File: config.mk
export PLATFORM = sky130hd
export DESIGN_NAME = pwl_locator
export DESIGN_NICKNAME = d
export VERILOG_FILES = /design/src/rtl/pwl_pkg.sv /design/src/rtl/pwl_param_check.sv /design/src/rtl/pwl_pass_count.sv /design/src/rtl/pwl_scan_limit.sv /design/src/rtl/pwl_locator.sv
export SDC_FILE = /design/constraint.sdc
export NUM_CORES = 1
export LEC_CHECK = 0
export ABC_AREA = 1
export ABC_CLOCK_PERIOD_IN_PS = 4100
export BUFFER_PORTS_ARGS = -buffer_cell sky130_fd_sc_hd__buf_2
export CORE_MARGIN = 3
export CORE_UTILIZATION = 35
export CTS_BUF_LIST = sky130_fd_sc_hd__clkbuf_8
export CTS_CLUSTER_DIAMETER = 80
export DETAILED_ROUTE_END_ITERATION = 10
export PLACE_DENSITY_LB_ADDON = 0.3
export SYNTH_ARGS = -nofsm -noshare
export SYNTH_HDL_FRONTEND = slang
export SYNTH_HIERARCHICAL = 1
export SYNTH_SLANG_ARGS = --single-unit
File: constraint.sdc
create_clock -name clk_i -period 4.1 [get_ports clk_i]
set_clock_uncertainty 0.05 [all_clocks]
set_input_delay 1.025 -clock clk_i [delete_from_list [all_inputs] [get_ports clk_i]]
set_output_delay 1.025 -clock clk_i [all_outputs]
set_load 0.05 [all_outputs]
File: src/rtl/pwl_pkg.sv
package pwl_pkg;
  typedef enum logic [2:0] {
    ST_IDLE,
    ST_COUNT,
    ST_SCAN_R,
    ST_SCAN_L,
    ST_DONE
  } pwl_state_e;
endpackage

File: src/rtl/pwl_param_check.sv
module pwl_param_check #(
  parameter int N_TAPS = 64,
  parameter int POS_W  = 8
) (
  input  logic [POS_W-1:0] lo_i,
  input  logic [POS_W-1:0] hi_i,
  output logic             ok_o
);
  localparam logic [POS_W:0] LAST = (POS_W+1)'(N_TAPS - 1);
  localparam logic [POS_W:0] TOP  = (POS_W+1)'(2 * N_TAPS - 1);

  logic [POS_W:0] lo_x, hi_x;
  assign lo_x = {1'b0, lo_i};
  assign hi_x = {1'b0, hi_i};
  assign ok_o = (lo_x <= LAST) && (hi_x >= lo_x) && (hi_x <= TOP);
endmodule

File: src/rtl/pwl_pass_count.sv
module pwl_pass_count #(
  parameter int CNT_W = 7
) (
  input  logic             clk_i,
  input  logic             rst_ni,
  input  logic             clr_i,
  input  logic             en_i,
  output logic [CNT_W-1:0] cnt_o
);
  always_ff @(posedge clk_i or negedge rst_ni) begin
    if (!rst_ni)    cnt_o <= '0;
    else if (clr_i) cnt_o <= '0;
    else if (en_i)  cnt_o <= cnt_o + 1'b1;
  end
endmodule

File: src/rtl/pwl_scan_limit.sv
module pwl_scan_limit #(
  parameter int N_TAPS = 64,
  parameter int IDX_W  = 9
) (
  input  logic signed [IDX_W-1:0] anchor_i,
  input  logic                    up_i,
  output logic signed [IDX_W-1:0] lim_o
);
  localparam logic signed [IDX_W-1:0] LAST = IDX_W'(N_TAPS - 1);
  localparam logic signed [IDX_W-1:0] TOP  = IDX_W'(2 * N_TAPS - 1);

  always_comb begin
    if (up_i) lim_o = (anchor_i > LAST) ? TOP : anchor_i + LAST;
    else      lim_o = (anchor_i > LAST) ? anchor_i - LAST : '0;
  end
endmodule

File: src/rtl/pwl_locator.sv
module pwl_locator
  import pwl_pkg::*;
#(
  parameter int N_TAPS = 64,
  parameter int POS_W  = 8
) (
  input  logic              clk_i,
  input  logic              rst_ni,
  input  logic              start_i,
  input  logic [N_TAPS-1:0] vec_i,
  input  logic [POS_W-1:0]  lo_lim_i,
  input  logic [POS_W-1:0]  hi_lim_i,
  output logic              done_o,
  output logic              err_o,
  output logic [POS_W-1:0]  win_lo_o,
  output logic [POS_W-1:0]  win_hi_o,
  output logic [POS_W-1:0]  hi_diff_o,
  output logic [POS_W-1:0]  lo_diff_o
);
  localparam int SEL_W = $clog2(N_TAPS);
  localparam int IDX_W = POS_W + 1;
  localparam int CNT_W = $clog2(N_TAPS + 1);
  localparam logic signed [IDX_W-1:0] LAST_IDX = IDX_W'(N_TAPS - 1);
  localparam logic [CNT_W:0] FULL = (CNT_W+1)'(N_TAPS);

  pwl_state_e              state_q;
  logic [N_TAPS-1:0]       vec_q;
  logic [POS_W-1:0]        lo_q, hi_q;
  logic signed [IDX_W-1:0] cur_q, wr_q;
  logic                    up_q;
  logic                    params_ok, fail_now;
  logic [CNT_W-1:0]        pass_cnt;
  logic [CNT_W:0]          pass_total;
  logic signed [IDX_W-1:0] hi_x, lo_x, lim_r, lim_l, left_end;

  assign hi_x       = $signed({1'b0, hi_q});
  assign lo_x       = $signed({1'b0, lo_q});
  assign fail_now   = vec_q[cur_q[SEL_W-1:0]];
  assign pass_total = {1'b0, pass_cnt} + {{CNT_W{1'b0}}, ~fail_now};
  assign left_end   = cur_q + 1'b1;

  pwl_param_check #(.N_TAPS(N_TAPS), .POS_W(POS_W)) u_check (
    .lo_i(lo_lim_i), .hi_i(hi_lim_i), .ok_o(params_ok)
  );

  pwl_pass_count #(.CNT_W(CNT_W)) u_count (
    .clk_i(clk_i), .rst_ni(rst_ni),
    .clr_i(state_q == ST_IDLE),
    .en_i((state_q == ST_COUNT) && !fail_now),
    .cnt_o(pass_cnt)
  );

  pwl_scan_limit #(.N_TAPS(N_TAPS), .IDX_W(IDX_W)) u_lim_r (
    .anchor_i(hi_x), .up_i(up_q), .lim_o(lim_r)
  );

  pwl_scan_limit #(.N_TAPS(N_TAPS), .IDX_W(IDX_W)) u_lim_l (
    .anchor_i(wr_q), .up_i(1'b0), .lim_o(lim_l)
  );

  always_ff @(posedge clk_i or negedge rst_ni) begin
    if (!rst_ni) begin
      state_q   <= ST_IDLE;
      vec_q     <= '0;
      lo_q      <= '0;
      hi_q      <= '0;
      cur_q     <= '0;
      wr_q      <= '0;
      up_q      <= 1'b0;
      err_o     <= 1'b0;
      win_lo_o  <= '0;
      win_hi_o  <= '0;
      hi_diff_o <= '0;
      lo_diff_o <= '0;
    end else begin
      unique case (state_q)
        ST_IDLE: if (start_i) begin
          vec_q     <= vec_i;
          lo_q      <= lo_lim_i;
          hi_q      <= hi_lim_i;
          cur_q     <= '0;
          win_lo_o  <= '0;
          win_hi_o  <= '0;
          hi_diff_o <= '0;
          lo_diff_o <= '0;
          err_o     <= !params_ok;
          state_q   <= params_ok ? ST_COUNT : ST_DONE;
        end
        ST_COUNT: begin
          if (cur_q == LAST_IDX) begin
            if (pass_total == '0 || pass_total == FULL) begin
              err_o   <= 1'b1;
              state_q <= ST_DONE;
            end else begin
              cur_q   <= hi_x;
              up_q    <= !vec_q[hi_q[SEL_W-1:0]];
              state_q <= ST_SCAN_R;
            end
          end else begin
            cur_q <= cur_q + 1'b1;
          end
        end
        ST_SCAN_R: begin
          if (up_q) begin
            if (cur_q > lim_r) begin
              err_o   <= 1'b1;
              state_q <= ST_DONE;
            end else if (fail_now) begin
              wr_q    <= cur_q - 1'b1;
              cur_q   <= cur_q - 1'b1;
              state_q <= ST_SCAN_L;
            end else begin
              cur_q <= cur_q + 1'b1;
            end
          end else begin
            if (cur_q < lim_r) begin
              err_o   <= 1'b1;
              state_q <= ST_DONE;
            end else if (!fail_now) begin
              wr_q    <= cur_q;
              state_q <= ST_SCAN_L;
            end else begin
              cur_q <= cur_q - 1'b1;
            end
          end
        end
        ST_SCAN_L: begin
          if (cur_q < lim_l) begin
            err_o   <= 1'b1;
            state_q <= ST_DONE;
          end else if (fail_now) begin
            win_lo_o  <= left_end[POS_W-1:0];
            win_hi_o  <= wr_q[POS_W-1:0];
            hi_diff_o <= POS_W'(wr_q - hi_x);
            lo_diff_o <= POS_W'(lo_x - left_end);
            state_q   <= ST_DONE;
          end else begin
            cur_q <= cur_q - 1'b1;
          end
        end
        ST_DONE: state_q <= ST_IDLE;
        default: state_q <= ST_IDLE;
      endcase
    end
  end

  assign done_o = (state_q == ST_DONE);
endmodule

* Yosys cells after proc, flatten, opt, wreduce, memory -nomap -nowiden *
Index checks and enable logic that the tools add are counted.

storage, ports and cells
  flip-flop bits (word level) = 142
  input port bits = 83
  output and inout port bits = 34
  word-level logic and storage cells = 137

operators by class
  add/subtract/negate cells = 9
  magnitude comparators = 10
  equal/unequal tests = 26
  multiplexer cells = 58
  bitwise logic cells = 2
  reduce and logical (&&, ||, !) cells = 19

operator list
  cell                 count
  $mux 9               18
  $mux 8               9
  $pmux 8 s2           4
  $pmux 9 s4           1
  $mux 3               11
  $ne 3x3->1 const B   7
  $lt 9x9->1           2
  $ne 2x2->1 const B   8
  $sub 8x8->8          2
  $lt 6x7->1 const B   2
  $mux 7               2
  $bmux 1 s6           2
  $pmux 3 s4           1
  $reduce_and 5->1     2
  $add 8x6->9 const B  1
  $add 9x1->9 const B  1
  $eq 9x7->1 const B   1
  $gt 9x7->1 const B   1
  $gt 9x9->1           1
  $mux 1               9
  $sub 8x6->9 const B  1
  $sub 9x1->9 const B  1
  $sub 9x6->9 const B  1
  $add 7x1->8          1
  25 further kinds     35

* Longest topological paths before layout *
Gate-level depths: netlist of the first run.

  depth after elaboration = 9
  gate-level depth with buffers = 23
  mapped depth without buffers = 22

* Modules after synthesis *
The synthesis of the first run kept the hierarchy.

by module, submodules not included
  module           times used  cells an instance  area each (µm²)  sequential area each (µm²)
  pwl_locator      1           1167               8466.9           3378.2
  pwl_scan_limit   2           90                 495.5            0.0
  pwl_pass_count   1           45                 370.4            175.2
  pwl_param_check  1           38                 247.7            0.0

* Least setup slack after synthesis of the first run *
OpenSTA, ideal clock, no wires.

  path kind = reg-to-reg
  start = register hi_q[0]
  end = register cur_q[0]
  library setup time = 0.065 ns
  arrival = 2.800 ns
  required time = 3.985 ns
  path slack = 1.185 ns
  stages on the path, launching flop included = 21
  path buffers = 0
  clock period less this slack = 2.915 ns
  cells stage by stage = dfrtp_1 ha_1 nand3_1 nor2_1 nor2_2 nand2_4 a21oi_2 inv_1 ha_1 nand2_1 nor2_1 nand2_1 nand2_1 nand2_1 a21boi_0 nand2_1 nand3_1 nand3_2 nor2_4 nand2_1 nand2_1

between the ends
  cells in the longest elaborated chain, start to end = 6
  elaborated cells on any way between the ends = 14
  those cells by class = 2 x add/sub; 3 x order compare; 2 x eq/ne; 6 x mux; 1 x reduce/logical

ends and longest elaborated chain
  element                                          line                                        text
  from (decl)                                      pwl_locator.sv:28                           logic [POS_W-1:0] lo_q, hi_q;
  from (signal assigned)                           pwl_locator.sv:80                           hi_q <= hi_lim_i;
  $sub 8x6->9 (tied with other cells)              pwl_scan_limit.sv:14                        else lim_o = (anchor_i > LAST) ? anchor_i - LAST : '0;
  $mux 9 (on tied branches)                        pwl_scan_limit.sv:14, pwl_scan_limit.sv:13
  $mux 9 (*)                                       pwl_scan_limit.sv:13                        if (up_i) lim_o = (anchor_i > LAST) ? TOP : anchor_i + LAST;
  named net lim_r[6]                               pwl_locator.sv:34                           logic signed [IDX_W-1:0] hi_x, lo_x, lim_r, lim_l, left_end;
  $gt 9x9->1 / $lt 9x9->1 (equally long branches)  pwl_locator.sv:105, pwl_locator.sv:116
  $ne 3x3->1 (no source line)                      n/a
  $reduce_and 8->1 (no source line) (*)            n/a
  to (signal assigned)                             pwl_locator.sv:100                          cur_q <= cur_q + 1'b1;
  to (signal assigned)                             pwl_locator.sv:110                          cur_q <= cur_q - 1'b1;
  to (signal assigned)                             pwl_locator.sv:113                          cur_q <= cur_q + 1'b1;
  to (decl)                                        pwl_locator.sv:29                           logic signed [IDX_W-1:0] cur_q, wr_q;

The timed path passes the listed nets; every way through them passes the cells marked *. The select of a mux whose other input is x is not followed.
A chain may end at the register's enable or synchronous reset.

* Final worst setup path of the first run *
  start = register hi_q[0]
  end = register cur_q[8]

Same word-level chain as after synthesis.

==> metrics, run 1 <==
outcome=complete, no violations; mux cell area share after synthesis=0.671%; simple-gate share of the synthesized area=29.5%; diode count=0; Final min period=3570 ps; Post-synth EDFFs=0; placer congestion estimate=0.917; commonest non-fill, non-tap cell in the layout=nand2_1; Tot Pwr=6.48 mW; layout cells sized above 1=15.7%; initial DRC count=875; DIE HEIGHT=176 um; Final WS setup=534 ps; Worst EP arrival=3920 ps; most frequent cells in the layout=311 x nand2_1, 173 x inv_1, 157 x nor2_1, 145 x a21oi_1, 143 x nand3_1; Finished Cell Area=0.0114 mm2; post-route ant nets=0; Worst-Skew Late Latency=460 ps; Max transition margin=35.8%; initial antenna violation count=0; Die W=176 um; DP Worst Slack=607 ps; Worst Hold Class=register to register; Leak=5.89 nW; Vias=9748; Initial Utilization=35.9%; FF-to-FF setup slack=530 ps; post-synthesis xor/xnor area fraction=2.35%; ys async rst share=100%; GRT Total Usage=19.6%; Worst Path Required=4450 ps; unrepaired setup endpoints after global routing=false; post-synthesis sequential area ratio=35.3%; Row Count=61; die area=0.0309 mm2; critical path class=register to register; M1 wire length=14400 um; first-pass detailed-route iteration total=6; clk slew on worst S/H paths=80 ps; area of the core=0.0281 mm2; DR WL met2=12900 um; Pwr Density=570 mW/mm2; input/output buffers=116; setup tns final=0 ps; DRT Wirelength=30200 um; multi-input logic area=0.00556 mm2; largest net degree at the start of global routing=78; CTS root buf=clkbuf_8; Compound-Gate Fraction of Synth Area=15.7%; max_cap viols=0; CP cell instances=ha_1 -> nand3_1 -> nor2_1 -> nor2_2 -> nand2_4 -> a21oi_2 -> inv_1 -> ha_1 -> nand2_1 -> nor2_1 -> nand2_1 -> nand2_1 -> nand2_1 -> a21boi_0 -> nand2_1 -> nand3_1 -> nand3_2 -> nor2_4 -> nand2_1 -> nand2_1; largest fanout on the critical path=11; Netlist cell types=48; VDD IR max=0.289 mV; top_reg_cell synth=dfrtp_1; global-route wire length before repair=48700 um; Post-Syn Area=0.0101 mm2; Max Slew Vio Count=0; Top Metal Used=met4; Worst-Margin Slew=961 ps; Mapped Cells=1430; FMAX=280 MHz; Worst setup EP type=register; final hold viol count=0; clk sinks=142; DRC Markers=0; DR WL met3=2420 um; worst stage delay on the critical path=520 ps; Layout fillers=3020; most used cell, CP=nand2_1; dpl hpwl=22100 um; largest family of logic cells by synthesized area=simple AND/OR/NAND/NOR gates; IO Pins=117; final setup fails=0; H-Tree Level Count=4; deepest clock path buffer count=2; post-synthesis adder-cell area fraction=6.61%; post-CTS setup buffers=0; post_cts resized=0; CP max stage cell=dfrtp_1; Yosys reg bits=142; Via-to-Cell Ratio=5.07; storage element area=0.00355 mm2; Yosys warning total=6; crit share post-route=87.0%; Net count, final=1669; P&R area growth vs syn=12.9%; Cells after DPL=1893; CTS buffer count=17; placed cell areas=0.0110 mm2; per-cell routed wire length=15.7 um; hold_buf cts=0; final std cells w/o fill=1923; syn_area_per_cell=7.05 um2; Critical Path Source Type=register; GR Overflow Total=0; vias in the first global route=9278; CTS tree=built
==> synth_stat cells, drive strengths merged (3+ instances only) <==
library cell  number  area, um2
nand2            326       1270
xor2              19        166
ha                50        626
nand3            151        811
dfrtp            142       3550
nor2             174        721
nor3               9       56.3
mux2               6       67.6
clkinv             3       11.3
o22ai              6       50.0
inv              175        657
xnor2              8       70.1
clkbuf            34        128
a21boi             3       30.0
buf               26        198
a21o               3       22.5
o21ai            106        572
nand4             13       81.3
a21oi            153        796
o21a               4       30.0
==> layout make-up <==
| class | count | area share (%) |
|---|---|---|
| clock buffers | 19 | 2.30 |
| clock inverters | 11 | 0.704 |
| inverters | 178 | 5.87 |
| multi-input cells | 1057 | 48.9 |
| flip-flops and latches | 142 | 31.2 |
| well taps | 378 | 4.16 |
| repair buffers | 138 | 6.83 |
==> layer usage <==
| metal | up-vias | track usage, % |
|---|---|---|
| met1 | 4509 | 28.4 |
| met2 | 366 | 29.3 |
| met3 | 38 | 5.12 |
| met4 | 0 | 4.78 |
| li1 | 4835 | - |
| met5 | - | 0 |
==> sequential cells by signal (all words and copies together), names as in the netlist <==
register,flops
vec_q,64
win_lo_o,8
u_count/cnt_o,7
state_q,3
cur_q,9
hi_q,8
up_q,1
lo_q,8
wr_q,9
hi_diff_o,8
err_o,1
lo_diff_o,8
win_hi_o,8
==> metrics by stage <==
stage          hold slack (ps)  utilization (%)
2_1_floorplan              435                -
3_3_place_gp               422             39.3
3_5_place_dp               435             39.3
4_1_cts                    454             40.5
5_1_grt                    500             40.5
6_report                   450             40.5
==> worst paths after layout <==
path                                         start                 endpoint  cells past startpoint
max                            hi_q[0]$_DFFE_PN0P_     cur_q[8]$_DFFE_PN0P_                     20
min                        win_hi_o[5]$_DFFE_PN0P_  win_hi_o[5]$_DFFE_PN0P_                      2
max in group asynchronous                   rst_ni         up_q$_DFFE_PN0P_                      2
min reg2reg                win_hi_o[5]$_DFFE_PN0P_  win_hi_o[5]$_DFFE_PN0P_                      2
min in group asynchronous                   rst_ni     vec_q[8]$_DFFE_PN0P_                      1
max reg2reg                    hi_q[0]$_DFFE_PN0P_     cur_q[8]$_DFFE_PN0P_                     20
==> worst max-delay path: cells and delay by family, from the launching register on <==
family / cells / cell delay (ps)
AOI/OAI and AO/OA: 2 / 440
adders and majority gates: 2 / 620
buffers and inverters: 1 / 50
DFF: 1 / 520
and+or+nand+nor: 15 / 1820
==> logic make-up after synthesis <==
kind of cell / after synthesis
simple gates: 678
compound gates: 286
buf+inv: 238
flops: 142
fa+ha+maj: 52
xor+xnor: 27
mux: 6
other cells: 1
==> where the power goes <==
| group | total [mW] | leakage (nW) | internal, mW | switching, mW |
|---|---|---|---|---|
| Combinational | 3.28 | 3.97 | 1.10 | 2.18 |
| Sequential | 2.14 | 1.74 | 1.82 | 0.319 |
| Clock | 1.06 | 0.188 | 0.491 | 0.569 |
(Power assumes the default switching activity.)
==> inputs of run 2 (changes only) <==
--- a/config.mk
+++ b/config.mk
@@ -5,7 +5,7 @@
 export SDC_FILE = /design/constraint.sdc
 export NUM_CORES = 1
 export LEC_CHECK = 0
-export ABC_AREA = 1
+export ABC_AREA = 0
 export ABC_CLOCK_PERIOD_IN_PS = 4100
 export BUFFER_PORTS_ARGS = -buffer_cell sky130_fd_sc_hd__buf_2
 export CORE_MARGIN = 3
==> metrics, run 2 <==
deepest clock path buffer count=2 (unchanged); Worst-Margin Slew=912 ps (-48.9 ps); Netlist cell types=82 (+71%); max_cap viols=0 (unchanged); per-cell routed wire length=18.8 um (+20%); Yosys reg bits=142 (unchanged); Vias=7739 (-21%); combinational share of power=60.5% (+9.9 points); Net count, final=1204 (-28%); Final min period=3890 ps (+323 ps); most frequent cells in the layout=141 x dfrtp_1, 115 x buf_2, 91 x mux2_2, 66 x nor2_1, 56 x inv_1; Clk pwr share=12.2% (-4.2 points); Mapped Cells=921 (-36%); final setup fails=0 (unchanged); H-Tree Level Count=4 (unchanged); Worst Hold Path Cells=2 (unchanged); setup tns final=0 ps (unchanged); DIE HEIGHT=171 um (-2.6%); outcome=complete, no violations; first-pass detailed-route iteration total=5 (-1); DRC Markers=0 (unchanged); Pwr Density=830 mW/mm2 (+46%); Internal=5.15 mW (+51%); CP max stage cell=or3b_2; top_reg_cell synth=dfrtp_1; FMAX=257 MHz (-8.3%); clk sinks=142 (unchanged); largest area contributor in the netlist=dfrtp_1; placed cell areas=0.0108 mm2 (-2.3%); Worst setup EP type=register; diode count=0 (unchanged); Register-to-Register Path Depth=16 (-20%); Worst Path Required=4390 ps (-60 ps); unrepaired setup endpoints after global routing=false; input/output buffers=116 (unchanged); CTS buffer count=17 (unchanged); crit share post-route=94.9% (+7.9 points); final std cells w/o fill=1417 (-26%); Leak=5.12 nW (-13%); clk slew on worst S/H paths=90 ps (about the same); CTS root buf=clkbuf_8; most numerous cell in the Yosys netlist=dfrtp_1; GR Overflow Total=0 (unchanged); max reg flops=64 (unchanged); IO Pins=117 (unchanged); NetSw=4.17 mW (+36%); Post-Syn Area=0.00955 mm2 (-5.2%); vias in the first global route=7656 (-17%); worst stage delay on the critical path=480 ps (-40 ps); commonest non-fill, non-tap cell in the layout=dfrtp_1; layout cells sized above 1=32.9% (+17 points); Reg power frac=27.3% (-5.7 points); CP cell instances=ha_1 -> and3_1 -> nor4_2 -> a21boi_0 -> o22ai_1 -> inv_1 -> ha_1 -> or3b_2 -> a211oi_1 -> o21ai_0 -> o221ai_2 -> mux2i_1 -> o2111a_2 -> buf_4 -> and3_1 -> o21ai_1; Tot Pwr=9.32 mW (+44%); Die W=171 um (-2.6%); largest net degree at the start of global routing=70 (-10%); die area=0.0293 mm2 (-5.1%); Post-synth top cells=142 x dfrtp_1, 91 x mux2_2, 67 x nor2_1, 55 x inv_1, 51 x nand2_1; Post-synth EDFFs=0 (unchanged); Yosys warning total=6 (unchanged); Max Slew Vio Count=0 (unchanged); initial antenna violation count=0 (unchanged); VDD IR max=0.337 mV (+17%); final hold viol count=0 (unchanged); biggest regs=vec_q x64, cur_q x9, wr_q x9; CTS tree=built; dpl hpwl=20300 um (-7.9%); Max transition margin=38.7% (+2.9 points); placer congestion estimate=0.918 (about the same); global-route wire length before repair=43000 um (-12%); synth top area cells=dfrtp_1 37%, mux2_2 11%, mux4_2 7.1%; Critical Path Source Type=register; Sw Share=44.8% (-2.6 points); Worst EP arrival=4180 ps (+260 ps); ys async rst share=100% (unchanged); post-synth top area share=37.2% (+1.9 points); DRT Wirelength=26600 um (-12%); hold_buf cts=0 (unchanged); post-route ant nets=0 (unchanged); syn_area_per_cell=10.4 um2 (+47%); P&R area growth vs syn=17.7%; Initial Utilization=36.1% (+0.26 points); Cells after DPL=1382 (-27%); Via-to-Cell Ratio=5.46 (+7.7%); GRT Total Usage=18.5% (-1.2 points); Row Count=59 (-3.3%); initial DRC count=631 (-28%); area of the core=0.0264 mm2 (-5.9%); largest fanout on the critical path=6 (-5); Finished Cell Area=0.0112 mm2 (-1.2%); Worst-Skew Late Latency=460 ps (about the same); post-synthesis sequential area ratio=37.2% (+1.9 points); Worst Hold Class=register to register; Biggest register=vec_q; critical path class=register to register
## run 2: changes by cell type in the layout (fill, tap and decap cells not counted), sizes merged, moves of 9 or more
cell,delta
a21oi,-124
inv,-113
mux4,+30
mux2i,+26
buf,+33
mux2,+87
nand3,-100
a211oi,+9
xnor2,+18
nand2,-275
nor2,-107
o21ai,-57
a21o,+12
## run 2: final timing paths
kind	start	endpoint	slack, ps
min in group asynchronous	rst_ni	lo_diff_o[6]$_DFFE_PN0P_	500
max in group asynchronous	rst_ni	wr_q[5]$_DFFE_PN0P_	2650
setup reg to reg	hi_q[1]$_DFFE_PN0P_	cur_q[2]$_DFFE_PN0P_	210
hold / removal	win_hi_o[4]$_DFFE_PN0P_	win_hi_o[4]$_DFFE_PN0P_	450
hold reg to reg	win_hi_o[4]$_DFFE_PN0P_	win_hi_o[4]$_DFFE_PN0P_	450
setup / recovery	hi_q[1]$_DFFE_PN0P_	cur_q[2]$_DFFE_PN0P_	210
## run 2: final cells by class
class	instances	area (um2)
Timing Repair Buffer	171	1040
Clock buffer	17	234
Inverter	58	220
Multi-Input combinational cell	679	5610
Tap cell	335	419
Sequential cell	142	3550
Fill cell	2551	15200
Clock inverter	15	156
## run 2: critical path, delay by kind of cell (launching register included)
kind / cells / cell delay, ps
buffers and inverters: 2 / 220
multiplexers: 1 / 320
adder cells (fa/ha/maj): 2 / 490
AND/OR/NAND/NOR: 4 / 1010
AO/OA/AOI/OAI: 7 / 1270
flip-flops: 1 / 400
## run 2: metal layers
layer	wire length (um)	track usage, %	vias to the layer above
met4	577	5.42	0
met1	12700	26.8	3750
li1	-	-	3691
met3	1500	3.82	39
met2	11900	27.9	259
met5	0	0	-
## run 2: repair_timing
item                                    in CTS  in global routing
resized for setup                            0                 10
buffers inserted                             0                  3
endpoints found under the setup margin       0                 21
## run 2: cell families after synthesis
| group | Yosys count | share of synthesized area [%] |
|---|---|---|
| and+or+nand+nor | 245 | 12.9 |
| AOI/OAI and AO/OA | 188 | 13.8 |
| muxes | 149 | 20.8 |
| DFF | 142 | 37.2 |
| buffers and inverters | 107 | 4.83 |
| adders and majority gates | 52 | 6.97 |
| xor gates and xnor gates | 37 | 3.39 |
| other | 1 | 0.0393 |
## run 2: per-stage QoR
stage / worst slack (ps) / utilization [%] / hold WS [ps]
floorplan: 131 / - / 426
global placement: 89.8 / 40.8 / 426
detailed placement: 57.3 / 40.8 / 430
CTS: 22.3 / 42.3 / 451
global route: 5.82 / 42.5 / 479
finish: 211 / 42.5 / 445
## run 2: power groups by stage
stage | clock [mW] | combinational (mW) | sequential, mW
6_report | 1.14 | 5.64 | 2.54
5_1_grt | 1.23 | 6.18 | 2.62
4_1_cts | 1.17 | 5.56 | 2.54
3_5_place_dp | 0 | 5.53 | 2.57
3_3_place_gp | 0 | 5.48 | 2.55
2_1_floorplan | 0 | 3.94 | 2.57
